$ cat config.mk
export PLATFORM = sky130hd
export DESIGN_NAME = noise_channel
export DESIGN_NICKNAME = d
export VERILOG_FILES = /design/src/rtl/noise_pkg.sv /design/src/rtl/noise_cfg_reg.sv /design/src/rtl/noise_period_timer.sv /design/src/rtl/noise_lfsr.sv /design/src/rtl/noise_gate.sv /design/src/rtl/noise_channel.sv
export SDC_FILE = /design/constraint.sdc
export NUM_CORES = 1
export LEC_CHECK = 0
export ABC_AREA = 1
export CAP_MARGIN = 20
export CORE_AREA = 8 8 67 75
export DETAILED_ROUTE_END_ITERATION = 6
export DIE_AREA = 0 0 75 83
export PLACE_DENSITY = 0.9
export SLEW_MARGIN = 20
export SYNTH_ARGS = -nofsm -noshare
export SYNTH_HDL_FRONTEND = slang
export SYNTH_SLANG_ARGS = --single-unit
export TNS_END_PERCENT = 10
$ cat constraint.sdc
create_clock -name clk -period 3 [get_ports clk]
set_input_delay 0.6 -clock clk [delete_from_list [all_inputs] [get_ports clk]]
set_output_delay 0.6 -clock clk [all_outputs]
set_load 0.01 [all_outputs]
$ cat src/rtl/noise_pkg.sv
package noise_pkg;
  localparam int IDX_W = 4;
  localparam int CNT_W = 12;

  typedef struct packed {
    logic             short_mode;
    logic [IDX_W-1:0] idx;
  } noise_cfg_t;

  function automatic logic [CNT_W-1:0] shift_interval(input logic [IDX_W-1:0] i);
    logic [CNT_W-1:0] v;
    case (i)
      4'd0:  v = 12'd4;
      4'd1:  v = 12'd8;
      4'd2:  v = 12'd16;
      4'd3:  v = 12'd32;
      4'd4:  v = 12'd64;
      4'd5:  v = 12'd96;
      4'd6:  v = 12'd128;
      4'd7:  v = 12'd160;
      4'd8:  v = 12'd202;
      4'd9:  v = 12'd254;
      4'd10: v = 12'd380;
      4'd11: v = 12'd508;
      4'd12: v = 12'd762;
      4'd13: v = 12'd1016;
      4'd14: v = 12'd2034;
      default: v = 12'd4068;
    endcase
    return v;
  endfunction
endpackage

$ cat src/rtl/noise_cfg_reg.sv
module noise_cfg_reg
  import noise_pkg::*;
#(
  parameter int BYTE_W   = 8,
  parameter int MODE_BIT = 7
) (
  input  logic              clk,
  input  logic              rst,
  input  logic              we,
  input  logic [BYTE_W-1:0] wdata,
  output noise_cfg_t        cfg
);
  always_ff @(posedge clk) begin
    if (rst) begin
      cfg <= '0;
    end else if (we) begin
      cfg.short_mode <= wdata[MODE_BIT];
      cfg.idx        <= wdata[IDX_W-1:0];
    end
  end

  a_r2_write_load: assert property (@(posedge clk) disable iff (rst)
    we |=> (cfg.idx == $past(wdata[IDX_W-1:0])) && (cfg.short_mode == $past(wdata[MODE_BIT])));
  a_r2_hold: assert property (@(posedge clk) disable iff (rst)
    !we |=> $stable(cfg));
endmodule

$ cat src/rtl/noise_period_timer.sv
module noise_period_timer
  import noise_pkg::*;
(
  input  logic             clk,
  input  logic             rst,
  input  logic [IDX_W-1:0] idx,
  output logic             tick
);
  logic [CNT_W-1:0] cnt;

  assign tick = (cnt == '0);

  always_ff @(posedge clk) begin
    if (rst) cnt <= '0;
    else if (tick) cnt <= shift_interval(idx) - 1'b1;
    else cnt <= cnt - 1'b1;
  end

  a_r3_countdown: assert property (@(posedge clk) disable iff (rst)
    (cnt != '0) |=> (cnt == $past(cnt) - 1'b1));
  a_r8_reload_value: assert property (@(posedge clk) disable iff (rst)
    tick |=> (cnt == shift_interval($past(idx)) - 1'b1));
endmodule

$ cat src/rtl/noise_lfsr.sv
module noise_lfsr #(
  parameter int W         = 15,
  parameter int LONG_TAP  = 1,
  parameter int SHORT_TAP = 6
) (
  input  logic         clk,
  input  logic         rst,
  input  logic         step,
  input  logic         short_mode,
  output logic [W-1:0] state
);
  logic         fb;
  logic [W-1:0] nxt;

  assign fb = state[0] ^ (short_mode ? state[SHORT_TAP] : state[LONG_TAP]);

  for (genvar g = 0; g < W - 1; g++) begin : g_shift
    assign nxt[g] = state[g+1];
  end
  assign nxt[W-1] = fb;

  always_ff @(posedge clk) begin
    if (rst) state <= {{(W-1){1'b0}}, 1'b1};
    else if (step) state <= nxt;
  end

  a_r4_shift_right: assert property (@(posedge clk) disable iff (rst)
    step |=> (state[W-2:0] == $past(state[W-1:1])));
  a_r4_hold: assert property (@(posedge clk) disable iff (rst)
    !step |=> $stable(state));
  a_r5_never_zero: assert property (@(posedge clk) disable iff (rst)
    state != '0);
endmodule

$ cat src/rtl/noise_gate.sv
module noise_gate #(
  parameter int VOL_W = 4
) (
  input  logic             low_bit,
  input  logic             len_active,
  input  logic [VOL_W-1:0] volume,
  output logic [VOL_W-1:0] sample
);
  always_comb begin
    sample = volume;
    if (low_bit || !len_active) sample = '0;
  end
endmodule

$ cat src/rtl/noise_channel.sv
module noise_channel
  import noise_pkg::*;
#(
  parameter int LFSR_W    = 15,
  parameter int LONG_TAP  = 1,
  parameter int SHORT_TAP = 6,
  parameter int VOL_W     = 4,
  parameter int BYTE_W    = 8
) (
  input  logic              clk,
  input  logic              rst,
  input  logic              cfg_we,
  input  logic [BYTE_W-1:0] cfg_byte,
  input  logic [VOL_W-1:0]  volume,
  input  logic              len_active,
  output logic [VOL_W-1:0]  sample
);
  localparam int MODE_BIT = BYTE_W - 1;

  noise_cfg_t        cfg;
  logic              tick;
  logic [LFSR_W-1:0] lfsr_q;

  noise_cfg_reg #(.BYTE_W(BYTE_W), .MODE_BIT(MODE_BIT)) u_cfg (
    .clk(clk), .rst(rst), .we(cfg_we), .wdata(cfg_byte), .cfg(cfg));

  noise_period_timer u_timer (
    .clk(clk), .rst(rst), .idx(cfg.idx), .tick(tick));

  noise_lfsr #(.W(LFSR_W), .LONG_TAP(LONG_TAP), .SHORT_TAP(SHORT_TAP)) u_lfsr (
    .clk(clk), .rst(rst), .step(tick), .short_mode(cfg.short_mode), .state(lfsr_q));

  noise_gate #(.VOL_W(VOL_W)) u_gate (
    .low_bit(lfsr_q[0]), .len_active(len_active), .volume(volume), .sample(sample));

  a_r7_gate_zero: assert property (@(posedge clk) disable iff (rst)
    (sample != '0) |-> (!lfsr_q[0] && len_active));
  a_r9_mode_keeps_state: assert property (@(posedge clk) disable iff (rst)
    (cfg_we && !tick) |=> $stable(lfsr_q));
endmodule

==> results.toml <==
[sta]
fin_tns_setup_ns = 0
finalMaxSlewViolations = 0
slew_headroom = 0.6673
setup_viol = 0
finalCriticalPeriod_ns = 2.388
finalHoldViolCount = 0
clock-skew-final_ns = 0.007116
rsz0062_at_grt = "no"
post-route-period-util = 0.7961
worstMarginPinSlew_ns = 0.4975
fmax_mhz = 418.7

[clocking]
cts_setup_buffers = 0
cts.clk_slew.worst_paths_ns = 0.08
h-tree-depth = 2
cts_tree = "done"
clock_path_buffers = 2
postCtsHoldBufs = 0
ctsResizeCount = 0
cts.sinks = 43
cts-root-buf = "clkbuf_8"
cts_buffers = 5
insertion_delay_ns = 0.29

[route]
antenna_left = 0
wl_mm = 4.507
vias = 1895
wl_per_cell_um = 12.02
dr.pass1.iters = 4
drcViolationCount = 0
via_per_inst = 5.053
drt_iter0_drc = 108

[synth]
synth_warnings = 0
synth_top_cell_area_share = 0.3905
synthCells = 304
synth_cell_types = 34
synth.area.top_cells = "dfxtp_1 39%, nor2_1 11%, nand2_1 8.7%"
ys_seq_elements = 43
synth_area_mm2 = 0.002205
synth_fp_nets = 323
avgSynthCellArea_um2 = 7.252
synth_top_area_cell = "dfxtp_1"
ys_seq_area_frac = 0.3905

[grt]
grt_pass1_vias = 1960
antenna_found_initial = 0
grt_pass1_wl_mm = 7.948
grt_max_degree = 25
gr-total-overflow = 0
grt_usage = 0.1577

[floorplan]
dieArea_mm2 = 0.006225
core-area_mm2 = 0.003814
ios = 20
die_x_um = 75
die_h_um = 83
placementRows = 24
initial_core_util = 0.5781

[setup_path]
crit_type = "in -> out"
r2r_start = "u_timer.cnt[0]"
start_kind = "input pin"
r2r_cells = 9
worst_path_max_delay_cell = "clkdlybuf4s50_1"
worstPathMaxFanout = 4
path_common_cell = "clkdlybuf4s50_1"
cp_slowest_stage_delay_ns = 0.55
cp-startpoint = "len_active"
crit_required_ns = 2.40
cp_cell_sequence = "clkdlybuf4s50_1, nand2_1, nor2_1, clkdlybuf4s50_1"
path_buf_inv = 2
crit_cells = 4
endpoint_kind = "output pin"
worstReg2RegEnd = "u_timer.cnt[2]"
crit_arrival_ns = 1.79
cp_top_family = "buffers and inverters"
reg2reg_slack_ns = 1.38

[finish]
syn_to_final_growth_pct = 14.25
mostFrequentLayoutCell = "nor2_1"
layout-drive-gt1-share = 0.1455
antenna_cells = 0
nNetsFinal = 341
fill_cells = 307
layout_common_cells = "62 x nor2_1, 51 x nand2_1, 43 x dfxtp_1, 27 x inv_1, 19 x nand3_1"

[power]
cellPowerDensity_mw_per_mm2 = 892.3
leakage_nw = 1.123
finalPower_w = 0.002247
vdd_drop_max_uv = 435.9

[min_path]
hp-class = "reg -> reg"
min_to = "u_timer.cnt[0]"
hp-start = "u_timer.cnt[0]"
worstHoldPathCells = 1

[place]
dp_hpwl_mm = 3.333
place_congestion = 0.8378
io_buffers = 16

[job]
drv_cap = 0

[outcome]
run_status = "finished, final reports clean"
logic make-up after synthesis:
| logic type | share of synthesized area |
|---|---|
| simple gates | 0.3553 |
| compound gates | 0.1181 |
| buf+inv | 0.08740 |
| flops | 0.3905 |
| xor+xnor | 0.03178 |
| fa+ha+maj | 0.01703 |
cells in the mapped netlist:
| cell | count |
|---|---|
| o21ai_1 | 12 |
| buf_2 | 2 |
| a211oi_2 | 2 |
| nor2_1 | 62 |
| buf_6 | 1 |
| nand2_4 | 3 |
| xor2_1 | 7 |
| xnor2_1 | 1 |
| inv_1 | 27 |
| nor2_2 | 3 |
| a21oi_1 | 14 |
| nand2_2 | 4 |
| nor2_4 | 4 |
| buf_4 | 1 |
| ha_1 | 3 |
| nand2_8 | 1 |
| a21oi_2 | 1 |
| inv_2 | 9 |
| clkbuf_1 | 2 |
| nand3_4 | 1 |
| inv_4 | 2 |
| nor3_1 | 1 |
| nor2_8 | 2 |
| nand4_1 | 3 |
| dfxtp_1 | 43 |
| o21ai_0 | 16 |
| nor3_4 | 1 |
| o21ai_2 | 1 |
| or2_4 | 2 |
| nand2_1 | 51 |
| nand3_1 | 19 |
| o211ai_1 | 1 |
| or2_2 | 1 |
| clkinv_4 | 1 |
routing by layer:
metal  track usage  part of all wire  up-vias
met5             0                 0        -
met2        0.2827              0.54       36
met1        0.1611              0.41      848
met3       0.03606             0.023       13
li1              -                 -      998
met4       0.07679             0.027        0
per-stage QoR:
step           hold WS [ns]  utilization  setup slack (ns)  cells  cell area (um^2)
2_1_floorplan        0.4121            -             1.513    304              2205
3_3_place_gp         0.4220       0.6296            0.6305    367              2401
3_5_place_dp         0.4370       0.6296            0.6041    367              2401
4_1_cts              0.4483       0.6604            0.6041    375              2519
5_1_grt              0.4667       0.6604            0.5395    375              2519
6_report             0.4450       0.6604            0.6117    375              2519
power breakdown:
group          internal, W  switching, W  leakage (nW)
Combinational     0.000339      0.000613         0.708
Sequential        0.000735     0.0000986         0.354
Clock             0.000269      0.000192        0.0612
Total              0.00134      0.000903          1.12
how the worst max path moves through the flow:
stage / to
after global placement: sample[0]
final: sample[3]
after floorplan: flip-flop
after detailed placement: sample[3]
after CTS: sample[3]
after global routing: sample[1]
area by class of cell:
cell class | instances | area, um^2 | share of cell area
inverters | 39 | 156.4 | 0.06210
clock buffers | 6 | 82.58 | 0.03279
well taps | 52 | 65.06 | 0.02583
flip-flops and latches | 43 | 860.8 | 0.3418
repair buffers | 17 | 167.7 | 0.06657
clock inverters | 2 | 35.03 | 0.01391
multi-input cells | 216 | 1151 | 0.4570
(Power assumes the default switching activity.)
